**config.mk**
```make
export PLATFORM = sky130hd
export DESIGN_NAME = sdram_spacing_monitor
export DESIGN_NICKNAME = d
export VERILOG_FILES = /design/src/rtl/sdram_mon_pkg.sv /design/src/rtl/sdram_bank_tracker.sv /design/src/rtl/sdram_act_window.sv /design/src/rtl/sdram_cas_spacing.sv /design/src/rtl/sdram_spacing_monitor.sv
export SDC_FILE = /design/constraint.sdc
export NUM_CORES = 1
export LEC_CHECK = 0
export BUFFER_PORTS_ARGS = -buffer_cell sky130_fd_sc_hd__buf_2
export CAP_MARGIN = 25
export CORE_AREA = 2 2 83 85
export CTS_CLUSTER_DIAMETER = 150
export DETAILED_ROUTE_END_ITERATION = 12
export DIE_AREA = 0 0 85 87
export GPL_TIMING_DRIVEN = 0
export PLACE_DENSITY_LB_ADDON = 0.05
export SKIP_CTS_REPAIR_TIMING = 1
export SLEW_MARGIN = 20
export SYNTH_ARGS = -nofsm -noshare
export SYNTH_HDL_FRONTEND = slang
export SYNTH_SLANG_ARGS = --single-unit
```
**constraint.sdc**
```tcl
create_clock -name clk -period 4.3 [get_ports clk]
set_input_delay 0.43 -clock clk [delete_from_list [all_inputs] [get_ports clk]]
set_output_delay 0.43 -clock clk [all_outputs]
set_load 0.01 [all_outputs]
```
**src/rtl/sdram_mon_pkg.sv**
```systemverilog
// Package: command encodings, violation bit positions and helpers
// shared by the spacing monitor and its sub-blocks.
package sdram_mon_pkg;

    localparam logic [1:0] OP_IDLE = 2'd0;
    localparam logic [1:0] OP_ACT  = 2'd1;
    localparam logic [1:0] OP_RD   = 2'd2;
    localparam logic [1:0] OP_WR   = 2'd3;

    localparam int VB_RC     = 0;
    localparam int VB_RCD    = 1;
    localparam int VB_RRD    = 2;
    localparam int VB_FAW    = 3;
    localparam int VB_CCD    = 4;
    localparam int VB_CLOSED = 5;
    localparam int NUM_RULES = 6;

    // Number of activates held by the rolling activate window.
    localparam int WINDOW_ACTS = 4;

    // Larger of two integers (used to size elapsed-cycle counters).
    function automatic int imax(input int a, input int b);
        return (a > b) ? a : b;
    endfunction

endpackage

```
**src/rtl/sdram_bank_tracker.sv**
```systemverilog
// Tracks one bank: cycles since its last activate and whether its row
// is open. Flags row-cycle, activate-to-access and closed-row breaks.
// Assumes the elapsed counter saturates at a value >= every limit.
module sdram_bank_tracker #(
    parameter int CNT_W = 5,
    parameter int T_RC  = 10,
    parameter int T_RCD = 3
) (
    input  logic clk,
    input  logic rst_n,
    input  logic act_i,
    input  logic cas_i,
    input  logic ap_i,
    output logic rc_viol_o,
    output logic rcd_viol_o,
    output logic closed_viol_o
);
    localparam logic [CNT_W-1:0] RC_LIM  = CNT_W'(T_RC);
    localparam logic [CNT_W-1:0] RCD_LIM = CNT_W'(T_RCD);
    localparam logic [CNT_W-1:0] SAT     = '1;

    logic [CNT_W-1:0] since_act;
    logic             row_open;

    // Elapsed cycles since the last activate to this bank, saturating.
    always_ff @(posedge clk) begin
        if (!rst_n)                since_act <= SAT;
        else if (act_i)            since_act <= CNT_W'(1);
        else if (since_act != SAT) since_act <= since_act + CNT_W'(1);
    end

    // Row state: an activate opens it, an access with auto-close shuts it.
    always_ff @(posedge clk) begin
        if (!rst_n)             row_open <= 1'b0;
        else if (act_i)         row_open <= 1'b1;
        else if (cas_i && ap_i) row_open <= 1'b0;
    end

    // Rule evaluation for the command seen this cycle.
    always_comb begin
        rc_viol_o     = act_i && (since_act < RC_LIM);
        rcd_viol_o    = cas_i && (since_act < RCD_LIM);
        closed_viol_o = cas_i && !row_open;
    end


    act_opens_row_chk: assert property (@(posedge clk) disable iff (!rst_n)
        act_i |=> row_open);

    ap_closes_row_chk: assert property (@(posedge clk) disable iff (!rst_n)
        (cas_i && ap_i && !act_i) |=> !row_open);

    act_restarts_rc_chk: assert property (@(posedge clk) disable iff (!rst_n)
        act_i |=> (since_act == CNT_W'(1)));
endmodule

```
**src/rtl/sdram_act_window.sv**
```systemverilog
// Device-wide activate rules: activate-to-activate spacing (long limit
// inside one bank group, short limit across groups) and the rolling
// window over the last WINDOW_ACTS activates.
module sdram_act_window
    import sdram_mon_pkg::*;
#(
    parameter int CNT_W   = 5,
    parameter int GRP_W   = 1,
    parameter int T_RRD_S = 2,
    parameter int T_RRD_L = 3,
    parameter int T_FAW   = 12
) (
    input  logic             clk,
    input  logic             rst_n,
    input  logic             act_i,
    input  logic [GRP_W-1:0] grp_i,
    output logic             rrd_viol_o,
    output logic             faw_viol_o
);
    localparam logic [CNT_W-1:0] RRD_S_LIM = CNT_W'(T_RRD_S);
    localparam logic [CNT_W-1:0] RRD_L_LIM = CNT_W'(T_RRD_L);
    localparam logic [CNT_W-1:0] FAW_LIM   = CNT_W'(T_FAW);
    localparam logic [CNT_W-1:0] SAT       = '1;

    logic [CNT_W-1:0] since_last;
    logic [GRP_W-1:0] last_grp;
    logic [CNT_W-1:0] age [WINDOW_ACTS];

    function automatic logic [CNT_W-1:0] bump(input logic [CNT_W-1:0] v);
        return (v == SAT) ? v : v + CNT_W'(1);
    endfunction

    // Elapsed cycles and group of the most recent activate.
    always_ff @(posedge clk) begin
        if (!rst_n) begin
            since_last <= SAT;
            last_grp   <= '0;
        end else if (act_i) begin
            since_last <= CNT_W'(1);
            last_grp   <= grp_i;
        end else begin
            since_last <= bump(since_last);
        end
    end

    // Ages of the last activates; index WINDOW_ACTS-1 is the oldest.
    always_ff @(posedge clk) begin
        if (!rst_n) begin
            for (int k = 0; k < WINDOW_ACTS; k++) age[k] <= SAT;
        end else begin
            age[0] <= act_i ? CNT_W'(1) : bump(age[0]);
            for (int k = 1; k < WINDOW_ACTS; k++)
                age[k] <= act_i ? bump(age[k-1]) : bump(age[k]);
        end
    end

    // Rule evaluation for an activate seen this cycle.
    always_comb begin
        rrd_viol_o = act_i &&
            (since_last < ((grp_i == last_grp) ? RRD_L_LIM : RRD_S_LIM));
        faw_viol_o = act_i && (age[WINDOW_ACTS-1] < FAW_LIM);
    end


    faw_age_mono_chk: assert property (@(posedge clk) disable iff (!rst_n)
        !act_i |=> (age[WINDOW_ACTS-1] >= $past(age[WINDOW_ACTS-1])));

    rrd_restart_chk: assert property (@(posedge clk) disable iff (!rst_n)
        act_i |=> (since_last == CNT_W'(1) && last_grp == $past(grp_i)));
endmodule

```
**src/rtl/sdram_cas_spacing.sv**
```systemverilog
// Device-wide access spacing: a read or write must trail the previous
// read or write by the long limit inside one bank group, by the short
// limit across groups.
module sdram_cas_spacing #(
    parameter int CNT_W   = 5,
    parameter int GRP_W   = 1,
    parameter int T_CCD_S = 2,
    parameter int T_CCD_L = 4
) (
    input  logic             clk,
    input  logic             rst_n,
    input  logic             cas_i,
    input  logic [GRP_W-1:0] grp_i,
    output logic             ccd_viol_o
);
    localparam logic [CNT_W-1:0] CCD_S_LIM = CNT_W'(T_CCD_S);
    localparam logic [CNT_W-1:0] CCD_L_LIM = CNT_W'(T_CCD_L);
    localparam logic [CNT_W-1:0] SAT       = '1;

    logic [CNT_W-1:0] since_cas;
    logic [GRP_W-1:0] cas_grp;

    // Elapsed cycles and group of the most recent read or write.
    always_ff @(posedge clk) begin
        if (!rst_n) begin
            since_cas <= SAT;
            cas_grp   <= '0;
        end else if (cas_i) begin
            since_cas <= CNT_W'(1);
            cas_grp   <= grp_i;
        end else if (since_cas != SAT) begin
            since_cas <= since_cas + CNT_W'(1);
        end
    end

    // Rule evaluation for an access seen this cycle.
    always_comb begin
        ccd_viol_o = cas_i &&
            (since_cas < ((grp_i == cas_grp) ? CCD_L_LIM : CCD_S_LIM));
    end


    ccd_hold_chk: assert property (@(posedge clk) disable iff (!rst_n)
        !cas_i |=> (since_cas >= $past(since_cas)));
endmodule

```
**src/rtl/sdram_spacing_monitor.sv**
```systemverilog
// Top: decodes the observed command, fans it out to one tracker per bank
// and to the device-wide activate and access checkers, then registers the
// combined violation code. Assumes cmd_group_i is consistent per bank.
module sdram_spacing_monitor
    import sdram_mon_pkg::*;
#(
    parameter int NUM_BANKS  = 8,
    parameter int NUM_GROUPS = 2,
    parameter int T_RC       = 10,
    parameter int T_RCD      = 3,
    parameter int T_RRD_S    = 2,
    parameter int T_RRD_L    = 3,
    parameter int T_FAW      = 12,
    parameter int T_CCD_S    = 2,
    parameter int T_CCD_L    = 4,
    localparam int BANK_W    = (NUM_BANKS > 1) ? $clog2(NUM_BANKS) : 1,
    localparam int GRP_W     = (NUM_GROUPS > 1) ? $clog2(NUM_GROUPS) : 1
) (
    input  logic                 clk,
    input  logic                 rst_n,
    input  logic                 cmd_valid_i,
    input  logic [1:0]           cmd_type_i,
    input  logic [BANK_W-1:0]    cmd_bank_i,
    input  logic [GRP_W-1:0]     cmd_group_i,
    input  logic                 cmd_ap_i,
    output logic                 viol_o,
    output logic [NUM_RULES-1:0] viol_code_o
);
    localparam int T_MAX = imax(imax(imax(T_RC, T_RCD), imax(T_RRD_S, T_RRD_L)),
                                imax(T_FAW, imax(T_CCD_S, T_CCD_L)));
    localparam int CNT_W = $clog2(T_MAX + 1);

    logic                 is_act, is_cas;
    logic [NUM_BANKS-1:0] rc_b, rcd_b, closed_b;
    logic                 rrd_v, faw_v, ccd_v;
    logic [NUM_RULES-1:0] code_n;

    // Command decode, qualified by the valid flag.
    always_comb begin
        is_act = cmd_valid_i && (cmd_type_i == OP_ACT);
        is_cas = cmd_valid_i && (cmd_type_i == OP_RD || cmd_type_i == OP_WR);
    end

    for (genvar b = 0; b < NUM_BANKS; b++) begin : g_bank
        logic hit;
        assign hit = (cmd_bank_i == BANK_W'(b));
        sdram_bank_tracker #(
            .CNT_W (CNT_W),
            .T_RC  (T_RC),
            .T_RCD (T_RCD)
        ) u_trk (
            .clk           (clk),
            .rst_n         (rst_n),
            .act_i         (is_act && hit),
            .cas_i         (is_cas && hit),
            .ap_i          (cmd_ap_i),
            .rc_viol_o     (rc_b[b]),
            .rcd_viol_o    (rcd_b[b]),
            .closed_viol_o (closed_b[b])
        );
    end

    sdram_act_window #(
        .CNT_W   (CNT_W),
        .GRP_W   (GRP_W),
        .T_RRD_S (T_RRD_S),
        .T_RRD_L (T_RRD_L),
        .T_FAW   (T_FAW)
    ) u_act (
        .clk        (clk),
        .rst_n      (rst_n),
        .act_i      (is_act),
        .grp_i      (cmd_group_i),
        .rrd_viol_o (rrd_v),
        .faw_viol_o (faw_v)
    );

    sdram_cas_spacing #(
        .CNT_W   (CNT_W),
        .GRP_W   (GRP_W),
        .T_CCD_S (T_CCD_S),
        .T_CCD_L (T_CCD_L)
    ) u_cas (
        .clk        (clk),
        .rst_n      (rst_n),
        .cas_i      (is_cas),
        .grp_i      (cmd_group_i),
        .ccd_viol_o (ccd_v)
    );

    // Gather every rule result into the code vector.
    always_comb begin
        code_n            = '0;
        code_n[VB_RC]     = |rc_b;
        code_n[VB_RCD]    = |rcd_b;
        code_n[VB_RRD]    = rrd_v;
        code_n[VB_FAW]    = faw_v;
        code_n[VB_CCD]    = ccd_v;
        code_n[VB_CLOSED] = |closed_b;
    end

    // Register the report one cycle after the command.
    always_ff @(posedge clk) begin
        if (!rst_n) begin
            viol_o      <= 1'b0;
            viol_code_o <= '0;
        end else begin
            viol_o      <= |code_n;
            viol_code_o <= code_n;
        end
    end


    reset_clear_chk: assert property (@(posedge clk)
        !rst_n |=> (!viol_o && viol_code_o == '0));

    idle_quiet_chk: assert property (@(posedge clk) disable iff (!rst_n)
        viol_o |-> ($past(cmd_valid_i) && $past(cmd_type_i) != OP_IDLE));

    flag_code_match_chk: assert property (@(posedge clk) disable iff (!rst_n)
        viol_o |-> (viol_code_o != '0));
endmodule

```
* Yosys cells after proc, flatten, opt, wreduce, memory -nomap -nowiden
Memory sizes are Yosys's and may differ from the RTL's.
Cells that the tools add are included.
** Storage, ports and cells
- Memories :: 1
- Bits of input ports :: 10
- Logic and storage cells :: 244
- Output and inout bits :: 7
- Bits in writable memories :: 16
- Register bits after elaboration :: 57
** Cells by class
- $lt $le $gt $ge :: 19
- Multiplexer cells :: 52
- Eq/ne operators :: 27
- Bitwise gates (word level) :: 5
- Reduce and logical (&&, ||, !) cells :: 94
- Add/sub/neg operators :: 14
** Memories
- u_act.age :: words 4, width 4, read ports 4, clocked after Yosys merged registers in 0, write ports 4, RTL line sdram_act_window.sv:27 : logic [CNT_W-1:0] age [WINDOW_ACTS];
** Operators by type and width (number)
- 4-bit two-way mux :: 32
- 4-bit by 1-bit adder with 4-bit output (second input constant) :: 14
- 1-bit logical AND :: 53
- 4-bit less-than comparator (second input constant) :: 9
- 4-bit != test (second input constant) :: 9
- 2-bit nonzero test :: 17
- 4-bit by 2-bit less-than comparator with 1-bit output (second input constant) :: 8
- 27-bit OR reduction :: 1
- 8-bit OR reduction :: 3
- 4-bit == test (second input constant) :: 5
- 2-bit OR reduction :: 10
- 1-bit two-way mux :: 19
- 3-bit == test (second input constant) :: 4
- 1-bit logical NOT :: 8
- 4-bit less-than comparator :: 2
- 3-bit by 2-bit == test with 1-bit output (second input constant) :: 2
- 2-bit == test (second input constant) :: 2
- 1-bit OR :: 4
- 3-bit by 1-bit == test with 1-bit output (second input constant) :: 1
- 3-bit logical NOT :: 1
- 3-bit two-way mux :: 1
- 1-bit == test :: 2
- 2-bit by 1-bit == test with 1-bit output (second input constant) :: 1
- 2-bit != test (second input constant) :: 1
- 2 further kinds :: 2

* Longest topological paths before layout
- Word-level depth :: 7
- Depth in mapped cells :: 6

* Cells and area by module
From an unflattened synthesis, not the netlist that was laid out.
** Second synthesis, totals
- Cells, all modules :: 380
- Area total of the unflattened synthesis :: 3585.9 um^2
** By module, submodules not included
- sdram_bank_tracker :: area each 239.0 um^2, sequential area each 100.1 um^2, times used 8, cells each 25
- sdram_act_window :: area each 1041.0 um^2, sequential area each 420.4 um^2, times used 1, cells each 102
- sdram_spacing_monitor :: area each 380.4 um^2, sequential area each 140.1 um^2, times used 1, cells each 53
- sdram_cas_spacing :: area each 252.7 um^2, sequential area each 100.1 um^2, times used 1, cells each 25

* Worst setup path after synthesis
OpenSTA, ideal clock, no wires.
- Kind :: flip-flop to flip-flop
- Start :: register g_bank[7].u_trk.since_act[0]
- End :: register viol_o
- Stages on the path, launching flop included :: 7
- Data arrival time :: 1.623 ns
- Path buffers :: 0
- Path slack :: 2.557 ns
- Period minus slack after synthesis :: 1.743 ns
- Path through :: dfxtp_1 ha_1 nor3_1 mux4_2 a211oi_2 a31oi_1 o31a_1
** Between the ends
- Cells in the longest elaborated chain, start to end :: 3
- Elaborated cells between the ends (all ways) :: 5
- Those cells by class :: 2 x order compare; 3 x reduce/logical
** Ends and longest elaborated chain
- start: declaration :: RTL line sdram_bank_tracker.sv:22 : logic [CNT_W-1:0] since_act;
- start signal: assignment :: RTL line sdram_bank_tracker.sv:29 : else if (since_act != SAT) since_act <= since_act + CNT_W'(1);
- 4-bit by 2-bit less-than comparator with 1-bit output or 4-bit less-than comparator (tied branches) :: RTL line sdram_bank_tracker.sv:42, sdram_bank_tracker.sv:41
- 1-bit logical AND, on equally long branches :: RTL line sdram_bank_tracker.sv:42, sdram_bank_tracker.sv:41
- 27-bit OR reduction * :: RTL line sdram_spacing_monitor.sv:108 : viol_o <= |code_n;
- end signal: assignment :: RTL line sdram_spacing_monitor.sv:108
- end: declaration :: RTL line sdram_spacing_monitor.sv:26 : output logic viol_o,
Mark *: on every way between the ends. The rest lies on a longest branch, timed or not.
A chain may end at the register's enable or synchronous reset.

* Final worst setup path
Same ends and word-level chain as after synthesis.

==> impl_metrics.tcl <==
set metrics [dict create \
    synth_common_cells "73 x dfxtp_1, 63 x o21ai_0, 45 x nand3_1" \
    dpl_cell_area_sq_mm 0.00367 \
    cts_root_buf "clkbuf_8" \
    status "finished clean" \
    ys_seq_elements 73 \
    synth.largest_area_cell "dfxtp_1" \
    hold_viol 0 \
    drc 0 \
    layout-drive-gt1-share_pct 11.3 \
    yosys.area.top_type_share_pct 41.7 \
    synth_nets 419 \
    syn_to_final_growth_pct 10.6 \
    syn_avg_cell_area_sq_um 8.90 \
    htree_num_levels 3 \
    path_clk_slew_ns 0.07 \
    clkLatencyLatePin_ns 0.34 \
    fin_crit_ns 2.05 \
    worstRegToRegCells 6 \
    grtUsageTotal_pct 21.5 \
    clock_path_buffers 2 \
    numCtsBuffers 9 \
    p_sw_share_pct 35.2 \
    holdWs_ns 0.382 \
    seq_power_share_pct 40.1 \
    yosysMostFrequentCell "dfxtp_1" \
    drt-wirelength-per-cell_microns 14.9 \
    final_area_sq_mm 0.00388 \
    grt_pass1_wl_mm 12.3 \
    routed_via_density 5.66 \
    ys_seq_area_share_pct 41.7 \
    holdPathEnd "u_act.last_grp" \
    core_area_sq_mm 0.00657 \
    startpoint "g_bank[7].u_trk.since_act[0]" \
    firstDrtPassIters 4 \
    synth_edf_count 0 \
    setup_tns_ns 0 \
    final_max_slew_viol_count 0 \
    p_comb_share_pct 38.8 \
    die_w_microns 85 \
    cp_data_required_time_ns 4.53 \
    grt_max_degree 12 \
    portBuffers 13 \
    drv_cap 0 \
    dieArea_sq_mm 0.00740 \
    antenna_found_initial 0 \
    rows 30 \
    period_share_pct 47.8 \
    hp-class "in -> reg" \
    diodes 0 \
    wirelength_mm 7.48 \
    die_h_microns 87 \
    worstSetupPathType "reg -> reg" \
    ys.warnings.count 0 \
    path_max_fanout 5 \
    vias 2848 \
    p_total_mw 2.67 \
    worstReg2RegStart "g_bank[7].u_trk.since_act[0]" \
    clkPwrFrac_pct 21.1 \
    ys_types 39 \
    max_slew.worst_pin.slew_ns 0.591 \
    setup_viol 0 \
    place_hpwl_mm 5.39 \
    rsz0062_at_grt "false" \
    initial_utilization_pct 53.4 \
    syn_area_sq_mm 0.00351 \
    grt_overflow 0 \
    gp_congestion 0.805 \
    min_path_cells 3 \
    cts.sink_count 73 \
    max-slew-margin-rel_pct 60.6 \
    peakVddDrop_mv 0.314 \
    boundaryPins 17 \
    regToRegSetupSlack_ns 2.25 \
    p_leak_nw 1.56 \
    async_flop_share_pct 0 \
    drt_iter0_markers 163 \
    p_per_area_mw_per_mm2 689 \
    arrival_ns 2.29 \
    power.internal_mw 1.73 \
    synthTopCellsByArea "dfxtp_1 42%, o21ai_0 9.0%, nand3_1 6.4%, ha_1 5.3%, mux2i_1 4.6%" \
    fmax_mhz 487 \
    skew_ns 0.00492 \
    cts_tree "built" \
    netlist_instances 394 \
    start_kind "flop" \
    r2r_end "viol_o" \
    holdCritStartpoint "cmd_group_i" \
    first_global_vias 2542 \
    end_kind "flop" \
    antenna_left 0 \
    nets 443 \
    p_sw_uw 943 \
    synth-main-ff-cell "dfxtp_1" \
]
==> final cells by class <==
type | instances | area [sq um]
Clock inverter | 2 | 35.0
Fill cell | 624 | 2690
Timing Repair Buffer | 13 | 65.1
Clock buffer | 14 | 173
Sequential cell | 73 | 1460
Inverter | 1 | 3.75
Tap cell | 80 | 100
Buffer | 16 | 72.6
Multi-Input combinational cell | 304 | 1970
==> worst max-delay path by stage <==
stage | slack [ns] | end | cells past startpoint
final | 2.25 | viol_o | 6
after global routing | 2.12 | viol_o | 6
after CTS | 2.25 | viol_o | 6
after detailed placement | 2.23 | viol_o | 6
after global placement | 2.21 | viol_o | 6
after floorplan | 2.56 | viol_o | 6
==> registers in the layout, indices dropped and copies added (netlist names) <==
register	flops
g_bank.u_trk.row_open	8
g_bank.u_trk.since_act	32
u_act.age	16
u_act.last_grp	1
u_act.since_last	4
u_cas.cas_grp	1
u_cas.since_cas	4
viol_code_o	6
viol_o	1
==> placed cells by master (no fill, tap or decap), types with 2 or more instances in the layout <==
cell type | synthesis | routed
nand2b_1 | 4 | 4
clkbuf_1 | 10 | 12
clkbuf_8 | 0 | 12
xor2_1 | 4 | 4
buf_2 | 4 | 17
o211ai_1 | 8 | 8
ha_1 | 15 | 15
nor3_1 | 9 | 9
or2_2 | 2 | 2
mux2_2 | 11 | 11
a31oi_1 | 3 | 3
mux4_2 | 2 | 2
nand3b_1 | 14 | 14
nand2_1 | 34 | 34
or4b_1 | 2 | 2
or4_1 | 2 | 2
a22oi_1 | 4 | 4
o21ai_0 | 63 | 63
xnor2_1 | 12 | 12
nand3_1 | 45 | 45
dfxtp_1 | 73 | 73
a21oi_1 | 5 | 5
a21boi_0 | 10 | 10
mux2i_1 | 16 | 16
nor2_1 | 27 | 27
==> critical path: stages (launching register included) <==
cell	delay, ns
dfxtp_1	0.38
ha_1	0.25
nor3_1	0.08
mux4_2	0.48
a211oi_2	0.33
a31oi_1	0.16
o31a_1	0.26
==> metal layers <==
| metal | global-route usage (%) | vias up | part of all wire, % |
|---|---|---|---|
| met1 | 29.1 | 1317 | 50 |
| met2 | 33.7 | 37 | 45 |
| met3 | 4.36 | 14 | 2.6 |
| li1 | - | 1480 | - |
| met4 | 8.80 | 0 | 2.2 |
| met5 | 0 | - | 0 |
==> stage by stage <==
stage	cells	setup WS [ns]	utilization (%)
after floorplan	394	2.56	-
after global placement	487	2.21	55.9
after detailed placement	487	2.23	55.9
after CTS	503	2.25	59.1
after global routing	503	2.12	59.1
final	503	2.25	59.1
==> power groups by stage <==
stage,Sequential (mW),Clock [mW],Combinational (mW)
2_1_floorplan,1.04,0,0.898
3_3_place_gp,1.08,0,1.01
3_5_place_dp,1.08,0,1.04
4_1_cts,1.07,0.573,1.04
5_1_grt,1.10,0.605,1.20
6_report,1.07,0.563,1.04
==> logic make-up (layout without fill, tap and decap cells) <==
group / Yosys count / count (layout) / share of synthesized area (%)
buffers and inverters: 17 / 46 / 2.18
DFF: 73 / 73 / 41.7
xor gates and xnor gates: 16 / 16 / 3.99
muxes: 30 / 30 / 10.1
AOI/OAI and AO/OA: 97 / 97 / 16.0
and+or+nand+nor: 146 / 146 / 20.7
adders and majority gates: 15 / 15 / 5.35
Power figures use the tool's default switching activity.
